[config.mk]
export PLATFORM = sky130hd
export DESIGN_NAME = trk_merge
export DESIGN_NICKNAME = d
export VERILOG_FILES = /design/src/rtl/trkm_pkg.sv /design/src/rtl/trkm_cmp.sv /design/src/rtl/trkm_ctrl.sv /design/src/rtl/trkm_fmt.sv /design/src/rtl/trk_merge.sv
export SDC_FILE = /design/constraint.sdc
export NUM_CORES = 1
export LEC_CHECK = 0
export BUFFER_PORTS_ARGS = -buffer_cell sky130_fd_sc_hd__buf_2
export CORE_ASPECT_RATIO = 1.1
export CORE_MARGIN = 3
export CORE_UTILIZATION = 55
export DETAILED_ROUTE_END_ITERATION = 16
export PLACE_DENSITY = 0.88
export SYNTH_ARGS = -nofsm -noshare
export SYNTH_HDL_FRONTEND = slang
export SYNTH_HIERARCHICAL = 1
export SYNTH_SLANG_ARGS = --single-unit
[constraint.sdc]
create_clock -name clk -period 3 [get_ports clk]
set_clock_uncertainty 0.15 [all_clocks]
set_input_delay 0.3 -clock clk [delete_from_list [all_inputs] [get_ports clk]]
set_output_delay 0.3 -clock clk [all_outputs]
set_load 0.02 [all_outputs]
[src/rtl/trkm_pkg.sv]
package trkm_pkg;
  localparam int BX_W   = 8;
  localparam int TURN_W = 16;
  localparam int INFO_W = 16;
  localparam int CODE_W = 8;
  localparam int WORD_W = CODE_W + BX_W + TURN_W;
  localparam int CNT_W  = WORD_W - BX_W - TURN_W;
  localparam int MARK_W = WORD_W - INFO_W;
  localparam int PAD_W  = TURN_W - CNT_W;

  localparam logic [CODE_W-1:0] HDR_CODE  = 8'hE1;
  localparam logic [CODE_W-1:0] TRL_CODE  = 8'hE2;
  localparam logic [MARK_W-1:0] INFO_MARK = MARK_W'('h5A00);

  typedef enum logic [2:0] {
    S_IDLE, S_TAG, S_HDR, S_INFO, S_ROAD, S_TRL, S_HALT
  } mstate_t;
endpackage

[src/rtl/trkm_cmp.sv]
module trkm_cmp
  import trkm_pkg::*;
(
  input  logic [BX_W-1:0]   ref_bx,
  input  logic [TURN_W-1:0] ref_turn,
  input  logic [WORD_W-1:0] tag_word,
  output logic              match,
  output logic [CNT_W-1:0]  tag_cnt
);
  logic [BX_W-1:0]   tag_bx;
  logic [TURN_W-1:0] tag_turn;

  assign tag_turn = tag_word[TURN_W-1:0];
  assign tag_bx   = tag_word[TURN_W +: BX_W];
  assign tag_cnt  = tag_word[TURN_W+BX_W +: CNT_W];
  assign match    = (tag_bx == ref_bx) && (tag_turn == ref_turn);
endmodule

[src/rtl/trkm_ctrl.sv]
module trkm_ctrl
  import trkm_pkg::*;
(
  input  logic              clk,
  input  logic              rst_n,
  input  logic              trig_valid,
  input  logic [BX_W-1:0]   trig_bx,
  input  logic [TURN_W-1:0] trig_turn,
  input  logic [INFO_W-1:0] trig_info,
  input  logic              road_valid,
  input  logic              out_ready,
  input  logic              clr,
  input  logic              match,
  input  logic [CNT_W-1:0]  tag_cnt,
  output mstate_t           st,
  output logic [BX_W-1:0]   lat_bx,
  output logic [TURN_W-1:0] lat_turn,
  output logic [INFO_W-1:0] lat_info,
  output logic [CNT_W-1:0]  cnt,
  output logic              trig_ready,
  output logic              road_ready,
  output logic              out_valid,
  output logic              err_msg
);
  logic [CNT_W-1:0] nwords;
  logic             fire;

  assign trig_ready = (st == S_IDLE);
  assign out_valid  = (st == S_HDR) || (st == S_INFO) || (st == S_TRL) ||
                      (st == S_ROAD && road_valid);
  assign road_ready = road_valid &&
                      ((st == S_TAG) || (st == S_ROAD && out_ready));
  assign fire       = out_valid && out_ready;

  always_ff @(posedge clk) begin
    if (!rst_n) begin
      st       <= S_IDLE;
      lat_bx   <= '0;
      lat_turn <= '0;
      lat_info <= '0;
      cnt      <= '0;
      nwords   <= '0;
      err_msg  <= 1'b0;
    end else begin
      err_msg <= 1'b0;
      unique case (st)
        S_IDLE: if (trig_valid) begin
          lat_bx   <= trig_bx;
          lat_turn <= trig_turn;
          lat_info <= trig_info;
          st       <= S_TAG;
        end
        S_TAG: if (road_valid) begin
          if (match) begin
            nwords <= tag_cnt;
            cnt    <= '0;
            st     <= S_HDR;
          end else begin
            err_msg <= 1'b1;
            st      <= S_HALT;
          end
        end
        S_HDR:  if (fire) st <= S_INFO;
        S_INFO: if (fire) st <= (nwords == '0) ? S_TRL : S_ROAD;
        S_ROAD: if (fire) begin
          cnt <= cnt + CNT_W'(1);
          if ((cnt + CNT_W'(1)) == nwords) st <= S_TRL;
        end
        S_TRL:  if (fire) st <= S_IDLE;
        S_HALT: if (clr) st <= S_IDLE;
        default: st <= S_IDLE;
      endcase
    end
  end

  // payload counter never runs past the tag count
  assert_cnt_bound_R5: assert property (@(posedge clk) disable iff (!rst_n)
    (st == S_ROAD) |-> (cnt < nwords));
  // error message lasts one cycle
  assert_err_pulse_R6: assert property (@(posedge clk) disable iff (!rst_n)
    err_msg |=> !err_msg);
  // a taken record closes the trigger port
  assert_trig_block_R2: assert property (@(posedge clk) disable iff (!rst_n)
    (trig_valid && trig_ready) |=> !trig_ready);
endmodule

[src/rtl/trkm_fmt.sv]
module trkm_fmt
  import trkm_pkg::*;
(
  input  mstate_t           st,
  input  logic [BX_W-1:0]   lat_bx,
  input  logic [TURN_W-1:0] lat_turn,
  input  logic [INFO_W-1:0] lat_info,
  input  logic [CNT_W-1:0]  cnt,
  input  logic [WORD_W-1:0] road_data,
  output logic [WORD_W-1:0] out_data
);
  always_comb begin
    case (st)
      S_HDR:   out_data = {HDR_CODE, lat_bx, lat_turn};
      S_INFO:  out_data = {INFO_MARK, lat_info};
      S_ROAD:  out_data = road_data;
      S_TRL:   out_data = {TRL_CODE, lat_bx, {PAD_W{1'b0}}, cnt};
      default: out_data = '0;
    endcase
  end
endmodule

[src/rtl/trk_merge.sv]
module trk_merge
  import trkm_pkg::*;
(
  input  logic              clk,
  input  logic              rst_n,
  input  logic              trig_valid,
  output logic              trig_ready,
  input  logic [BX_W-1:0]   trig_bx,
  input  logic [TURN_W-1:0] trig_turn,
  input  logic [INFO_W-1:0] trig_info,
  input  logic              road_valid,
  output logic              road_ready,
  input  logic [WORD_W-1:0] road_data,
  output logic              out_valid,
  input  logic              out_ready,
  output logic [WORD_W-1:0] out_data,
  output logic              err_msg,
  output logic              err_sticky,
  input  logic              clr
);
  mstate_t           st;
  logic [BX_W-1:0]   lat_bx;
  logic [TURN_W-1:0] lat_turn;
  logic [INFO_W-1:0] lat_info;
  logic [CNT_W-1:0]  cnt, tag_cnt;
  logic              match;

  trkm_cmp u_cmp (
    .ref_bx(lat_bx), .ref_turn(lat_turn), .tag_word(road_data),
    .match(match), .tag_cnt(tag_cnt)
  );

  trkm_ctrl u_ctrl (
    .clk(clk), .rst_n(rst_n), .trig_valid(trig_valid), .trig_bx(trig_bx),
    .trig_turn(trig_turn), .trig_info(trig_info), .road_valid(road_valid),
    .out_ready(out_ready), .clr(clr), .match(match), .tag_cnt(tag_cnt),
    .st(st), .lat_bx(lat_bx), .lat_turn(lat_turn), .lat_info(lat_info),
    .cnt(cnt), .trig_ready(trig_ready), .road_ready(road_ready),
    .out_valid(out_valid), .err_msg(err_msg)
  );

  trkm_fmt u_fmt (
    .st(st), .lat_bx(lat_bx), .lat_turn(lat_turn), .lat_info(lat_info),
    .cnt(cnt), .road_data(road_data), .out_data(out_data)
  );

  assign err_sticky = (st == S_HALT);

  // a stalled word is held
  assert_hold_R8: assert property (@(posedge clk) disable iff (!rst_n)
    (out_valid && !out_ready) |=> (out_valid && $stable(out_data)));
  // a halted block is quiet on every port
  assert_halt_quiet_R7: assert property (@(posedge clk) disable iff (!rst_n)
    err_sticky |-> (!out_valid && !trig_ready && !road_ready));
  // the error message comes with the halt
  assert_err_halt_R6: assert property (@(posedge clk) disable iff (!rst_n)
    err_msg |-> err_sticky);
  // no pop from an empty FIFO
  assert_pop_nonempty_R9: assert property (@(posedge clk) disable iff (!rst_n)
    road_ready |-> road_valid);
endmodule

Word level (Yosys, flattened, before mapping). Index checks and enable logic that the tools add are counted.

Register bits after elaboration: 60. Bits of input ports: 78. Output and inout port bits: 37. Logic and storage cells: 60.

Add/sub/neg operators: 1. Eq/ne operators: 18. Muxes and demuxes: 17. Reduce and logical (&&, ||, !) cells: 17.

Operators by type and width (number): 32-bit one-hot mux with 4 select lines (1); 3-bit 2-to-1 mux (9); 8-bit 2-to-1 mux (3); 3-bit one-hot mux with 7 select lines (1); 16-bit == test (1); 8-bit == test (2); 8-bit one-hot mux with 2 select lines (1); 2-bit by 1-bit != test with 1-bit output (second input constant) (5); 3-bit == test (second input constant) (3); 8-bit by 1-bit adder with 8-bit output (second input constant) (1); 8-bit zero test (1); 2-bit != test (second input constant) (4); 8-bit AND reduction (1); 3-bit by 2-bit == test with 1-bit output (second input constant) (2); 3-bit AND reduction (2); 1-bit logical AND (5); 1-bit logical OR (4); 4-bit AND reduction (1); 3-bit by 1-bit == test with 1-bit output (second input constant) (1); 3-bit zero test (1); 1-bit 2-to-1 mux (2); 2-bit AND reduction (1); 2-bit nonzero test (1).

Logic depth before layout (Yosys ltp). Gate-level depths: netlist (run 1).

Word-level depth: 7. Depth in mapped cells: 8. Mapped depth without buffers: 8.

Cells and area by module. The synthesis (run 1) kept the hierarchy.

Modules (own cells, without submodules): trkm_ctrl (times used 1, cells each 327, area an instance 2757.6 sq um, sequential area each 1201.2 sq um); trkm_fmt (times used 1, cells each 84, area an instance 715.7 sq um, sequential area each 0.0 sq um); trkm_cmp (times used 1, cells each 40, area an instance 324.1 sq um, sequential area each 0.0 sq um); trk_merge (times used 1, cells each 1, area an instance 8.8 sq um, sequential area each 0.0 sq um).

Least setup slack after synthesis (run 1). Ideal clock, no wire load.

Path kind: reg2reg. Start point: register u_ctrl.st[1]. End point: register u_ctrl.lat_bx[7]. Setup time: 0.070 ns. Data arrival time: 1.768 ns. Required time: 2.780 ns. Slack: 1.012 ns. Stages on the path, launching flop included: 8. Buffers on the path: 3. Clock period less this slack: 1.988 ns. Cells stage by stage: dfxtp_1 > buf_2 > nor3_1 > and2_1 > clkbuf_1 > buf_2 > nand2_1 > a21boi_1.

Word-level cells in the longest chain between the ends: 2.

Ends and longest elaborated chain: start: declaration (RTL line trkm_ctrl.sv:15) `output mstate_t st,`; start signal: assignment (RTL line trkm_ctrl.sv:64) `S_INFO: if (fire) st <= (nwords == '0) ? S_TRL : S_ROAD;`; 3-bit zero test; named net trig_ready (RTL line trk_merge.sv:7) `output logic trig_ready,`; 2-bit AND reduction (no line); end signal: assignment (RTL line trkm_ctrl.sv:48) `lat_bx <= trig_bx;`; end: declaration (RTL line trkm_ctrl.sv:16) `output logic [BX_W-1:0] lat_bx,`.

The timed path passes the listed nets, and every way through them passes these cells. A chain may end at the register's enable or synchronous reset.

Worst setup path in the final report (run 1).
Start point: register u_ctrl.st[2]. End point: output out_data[9].

Word-level cells in the longest chain between the ends: 2. Elaborated cells on any way between the ends: 5. Classes of those cells: 4 x eq/ne; 1 x mux.

Ends and longest elaborated chain: 3-bit == test / 3-bit by 2-bit == test with 1-bit output (equally long branches) (RTL line trkm_fmt.sv:13) `case (st)`; 32-bit one-hot mux with 4 select lines * (RTL line trkm_fmt.sv:13); end: declaration (RTL line trk_merge.sv:16) `output logic [WORD_W-1:0] out_data,`.

Every way passes the cells marked *; elsewhere a longest branch is shown, timed or not.

==> results of run 1 <==
[worst max-delay path: stages, from the launching register on]
cell	delay, ns
dfxtp_1	0.83
nand2b_1	0.59
buf_4	0.29
o2bb2ai_1	0.09
buf_2	0.16
[state kept, by name (all words and copies together) (netlist names)]
| name | count |
|---|---|
| u_ctrl/nwords | 8 |
| u_ctrl/cnt | 8 |
| u_ctrl/err_msg | 1 |
| u_ctrl/lat_info | 16 |
| u_ctrl/lat_turn | 16 |
| u_ctrl/st | 3 |
| u_ctrl/lat_bx | 8 |
[placed cells by master (no fill, tap or decap), types with 9 or more instances in the layout]
| master | netlist | layout |
|---|---|---|
| a21boi_1 | 47 | 47 |
| buf_2 | 12 | 114 |
| buf_4 | 9 | 9 |
| clkbuf_8 | 0 | 9 |
| dfxtp_1 | 60 | 59 |
| mux2i_1 | 40 | 40 |
| nand2_1 | 90 | 90 |
| nor2_1 | 11 | 11 |
| nor2b_1 | 12 | 12 |
| o22ai_1 | 10 | 10 |
| o2bb2ai_1 | 17 | 17 |
| xnor2_1 | 13 | 13 |
| xor2_1 | 17 | 17 |
[cells by family (layout without fill, tap and decap cells)]
group                      after synthesis  count (layout)  share of synthesized area, %
muxes                                   40              40                          10.5
buffers and inverters                   43             144                          6.51
DFF                                     60              60                          31.6
AOI/OAI and AO/OA                      111             111                          21.9
adders and majority gates                1               1                         0.329
and+or+nand+nor                        166             166                          21.7
xor gates and xnor gates                31              31                          7.49
[cell usage after synthesis (5+ instances only)]
| cell | count | share of area [%] |
|---|---|---|
| nand2_1 | 90 | 8.9 |
| dfxtp_1 | 60 | 32 |
| a21boi_1 | 47 | 9.3 |
| mux2i_1 | 40 | 11 |
| o2bb2ai_1 | 17 | 3.9 |
| xor2_1 | 17 | 3.9 |
| xnor2_1 | 13 | 3.0 |
| buf_2 | 12 | 1.6 |
| clkbuf_1 | 12 | 1.2 |
| nor2b_1 | 12 | 2.0 |
| nor2_1 | 11 | 1.1 |
| o22ai_1 | 10 | 1.6 |
| buf_4 | 9 | 1.8 |
| nand3_1 | 8 | 1.1 |
| o21ai_0 | 8 | 1.1 |
| a21oi_1 | 6 | 0.79 |
| nand4_1 | 6 | 0.99 |
| buf_6 | 5 | 1.5 |
| inv_1 | 5 | 0.49 |
| nor3_1 | 5 | 0.66 |
| nor4_1 | 5 | 0.82 |
[power groups by stage]
stage / logic (uW) / registers (uW) / clock network, uW
2_1_floorplan: 1030 / 1020 / 0
3_3_place_gp: 1260 / 1090 / 0
3_5_place_dp: 1290 / 1100 / 0
4_1_cts: 1300 / 1090 / 885
5_1_grt: 1420 / 1110 / 923
6_report: 1320 / 1090 / 877
[per-layer routing]
| layer | GRT usage (%) | vias to the layer above | wire length [um] |
|---|---|---|---|
| met3 | 6.43 | 48 | 839 |
| met5 | 0 | - | 0 |
| met1 | 31.8 | 1796 | 4310 |
| li1 | - | 1782 | - |
| met2 | 49.8 | 229 | 5610 |
| met4 | 12.5 | 0 | 469 |
[layout make-up]
| type | instances | area (um2) | share of cell area [%] |
|---|---|---|---|
| Multi-Input combinational cell | 349 | 2360 | 51.7 |
| Sequential cell | 60 | 1200 | 26.4 |
| Timing Repair Buffer | 123 | 638 | 14.0 |
| Clock buffer | 9 | 124 | 2.72 |
| Clock inverter | 7 | 115 | 2.53 |
| Tap cell | 82 | 103 | 2.25 |
| Inverter | 5 | 18.8 | 0.412 |
[through the flow]
stage	util, %	instances
after floorplan	-	452
after global placement	65.1	619
after detailed placement	65.1	619
after CTS	68.7	635
after global routing	68.7	635
final	68.7	635
[how the worst min path moves through the flow]
stage                         from             endpoint  depth (start not counted)
5_1_grt               trig_info[0]   u_ctrl/lat_info[0]                          3
2_1_floorplan   u_ctrl/lat_info[0]   u_ctrl/lat_info[0]                          2
4_1_cts                 trig_bx[7]     u_ctrl/lat_bx[7]                          3
3_5_place_dp   u_ctrl/lat_info[12]  u_ctrl/lat_info[12]                          2
3_3_place_gp    u_ctrl/lat_info[8]   u_ctrl/lat_info[8]                          2
6_report                trig_bx[7]     u_ctrl/lat_bx[7]                          3
==> results.ini, run 1 <==
[synth]
yosysWarnings=6
ys_seq_elements=60
synth_nets=531
syn_inst=452
async_flop_share_pct=0
seq_area_frac_synth_pct=31.6
synth_cell_types=56
synth_flop_cell=dfxtp_1
synth_area_um2=3810
avgSynthCellArea_um2=8.42
synth_edf_count=0

[worst_setup_path]
startpoint=u_ctrl/st[2]
reg2regPathDepth=8
crit_type=reg -> out
crit_end=out_data[9]
rr_endpoint=u_ctrl/cnt[6]
path_max_fanout=25
cp_data_required_time_ns=2.55
cp-end-kind=output port
cp-start-kind=flop
reg2reg_from=u_ctrl/lat_turn[1]
reg2reg_setup_slack_ns=0.48
cp.arrival_ns=2.31

[power]
power_frac_comb_pct=40.2
ir_drop_v=0.000482
report.power.total_uw=3290
leakage_uw=0.00196
p_clk_share_pct=26.7
seq_power_share_pct=33.1
intPower_uw=1980
power-per-cell-area_nw_per_um2=721
swShare_pct=39.7
power.switching_uw=1310

[job]
cap_violations=0

[min_path]
worstHoldPathType=in -> reg

[die]
row_count=31
boundaryPins=115
die_x_um=85.3
die_area_um2=7960
initial_utilization_pct=57.4
die_y_um=93.3
core_um2=6630

[clock_network]
cts_buffer_depth=2
cts-resized-gates=0
clk_pin_slew_ns=0.07
cts_buffers=9
htreeDepth=3
insertion_delay_ns=0.34
post_cts_buffers=0
hold_buffers=0
clock-sinks=60
cts_tree=yes
cts-root-buf=clkbuf_8

[global_routing]
grt_pass1_wl_um=17900
grt_max_degree=43
grt_use_total_pct=28.1
grt.overflow.total=0
antenna_found_initial=0
grt_pass1_vias=3779

[placement]
dp_hpwl_um=7940
place_congestion=0.882
place_ws_ns=0.529
portBuffers=114
place_area_um2=4320

[drt]
ant_nets=0
vias=3855
dr.pass1.iters=5
drt_iter0_markers=291
wl_per_cell_um=17.7
routed_wl_um=11200
drc_errors=0
vias_per_cell=6.07

[sta]
maxSlewHeadroom_pct=47.8
rsz0062_at_grt=no
worst_pin_slew_ns=0.782
period_share_pct=92.0
setup_viol=0
max_freq_mhz=362
whs_ns=0.0465
post-route-min-period_ns=2.76
drv_slew=0
setup_ws_ns=0.241
finalHoldViolCount=0
tns_ns=0

[final_layout]
area_growth_pct=19.8
nets=627
fill_cells=517
drive_gt1_share_pct=27.5
postLayoutCellArea_um2=4560
antenna_cells=0

[outcome]
status=completed

No activity file was read; power rests on OpenSTA's default activity.
==> run 2: changes to the inputs <==
--- a/config.mk
+++ b/config.mk
@@ -10,6 +10,7 @@
 export CORE_MARGIN = 3
 export CORE_UTILIZATION = 55
 export DETAILED_ROUTE_END_ITERATION = 16
+export GPL_TIMING_DRIVEN = 0
 export PLACE_DENSITY = 0.88
 export SYNTH_ARGS = -nofsm -noshare
 export SYNTH_HDL_FRONTEND = slang
==> constraint.sdc (replaced) <==
create_clock -name clk -period 3 [get_ports clk]
set_clock_uncertainty 0.15 [all_clocks]
set_input_delay 0.3 -clock clk [delete_from_list [all_inputs] [get_ports clk]]
set_output_delay 0.3 -clock clk [all_outputs]
set_load 0.05 [all_outputs]
==> results.ini, run 2 (synthesis gave the netlist of run 1 again) <==
[worst_setup_path]
cp_data_required_time_ns=3.09
crit_chain=xor2_1 -> nor4_1 -> nand4_1 -> nor3_2 -> nand2_2 -> nand2_1 -> a21boi_1 -> o21a_1
crit_type=reg -> reg
path_max_fanout=9
cp-start-kind=flop
crit_slowest_cell=nor3_2
cp-end-kind=flop
cpPeakStageDelay_ns=0.38
cp.arrival_ns=2.51

[placement]
place_ws_ns=0.566
dp_hpwl_um=8370
portBuffers=114
dp_cells=648
place_congestion=0.956

[global_routing]
antenna_found_initial=0
grt_max_degree=11
grt_use_total_pct=28.2
grt_pass1_vias=3802
grt.overflow.total=0
grt_pass1_wl_um=17700

[sta]
setup_ws_ns=0.584
period_share_pct=80.5
post-route-min-period_ns=2.42
tns_ns=0
setup_viol=0
worst_pin_slew_ns=0.487
drv_slew=0
finalHoldViolCount=0
max_freq_mhz=414
maxSlewHeadroom_pct=67.6
rsz0062_at_grt=no

[drt]
routed_wl_um=11100
wl_per_cell_um=16.7
dr.pass1.iters=6
ant_nets=0
vias_per_cell=5.77
vias=3833
drc_errors=0
drt_iter0_markers=365

[die]
die_area_um2=7960
core_um2=6630
die_x_um=85.3
initial_utilization_pct=57.4
row_count=31
die_y_um=93.3
boundaryPins=115

[clock_network]
cts_tree=yes
hold_buffers=0
cts_buffer_depth=2
clock-sinks=60
cts_buffers=9
clk_pin_slew_ns=0.07
cts-resized-gates=0
htreeDepth=3
cts-root-buf=clkbuf_8
post_cts_buffers=0
insertion_delay_ns=0.35

[final_layout]
antenna_cells=0
reg_top3=u_ctrl/lat_info x16, u_ctrl/lat_turn x16
nets=656
drive_gt1_share_pct=28.7
area_growth_pct=23.4
final_cell_mix=buf_2, nand2_1, dfxtp_1
instances_no_fill=664
final_common_cell=buf_2

[power]
intPower_uw=1970
swShare_pct=44.8
report.power.total_uw=3570
leakage_uw=0.00205
power-per-cell-area_nw_per_um2=761
seq_power_share_pct=29.1
power.switching_uw=1600
ir_drop_v=0.000513
power_frac_comb_pct=48.2
p_clk_share_pct=22.7

[outcome]
status=completed

[job]
cap_violations=0

[min_path]
worstHoldPathType=in -> reg

[run 2: cell count changes in the layout (fill, tap and decap cells not counted)]
cell / delta
clkbuf_1: +13
buf_2: +12
buf_6: +5
clkinvlp_4: -2
bufinv_16: -1
clkbuf_8: +1
clkinv_2: +1
dfxtp_1: +1
dfxtp_2: -1
[run 2: metrics by stage]
step | hold slack [ns] | area (um2) | utilization, %
floorplan | 0.285 | 3810 | -
global placement | 0.293 | 4480 | 67.5
detailed placement | 0.302 | 4480 | 67.5
CTS | 0.0310 | 4700 | 70.8
global route | 0.0366 | 4700 | 70.8
finish | 0.0380 | 4700 | 70.8
[run 2: cell type report]
cell class / instances / area [um2]
clock inverter: 5 / 75.1
timing repair buffer: 114 / 571
buffer: 38 / 229
fill: 524 / 1940
inverter: 5 / 18.8
tap: 82 / 103
multi-input combinational: 349 / 2360
clock buffer: 11 / 141
sequential: 60 / 1200
[run 2: worst max-delay path, delay by kind of cell, from the launching register on]
family	cells	cell delay, ns
DFF	1	0.34
AOI/OAI and AO/OA	2	0.26
and+or+nand+nor	5	1.38
xor gates and xnor gates	1	0.18
[run 2: layer usage]
layer	track usage [%]	wire [um]
met1	33.8	4360
met4	12.1	351
met5	0	0
met2	48.2	5490
met3	6.34	920
[run 2: power by group through the flow]
stage,Combinational (uW),Sequential [uW],Clock (uW)
2_1_floorplan,1300,1030,0
3_3_place_gp,1670,1050,0
6_report,1720,1040,812
4_1_cts,1700,1040,818
5_1_grt,1830,1060,854
3_5_place_dp,1700,1050,0
[run 2: final timing paths]
path	from	endpoint	slack (ns)	cells past startpoint
worst max-delay path	u_ctrl/lat_bx[3]	u_ctrl/cnt[6]	0.58	8
worst min-delay path	trig_info[2]	u_ctrl/lat_info[2]	0.04	3
worst max register to register	u_ctrl/lat_bx[3]	u_ctrl/cnt[6]	0.58	8
worst min register to register	u_ctrl/lat_info[9]	u_ctrl/lat_info[9]	0.31	2
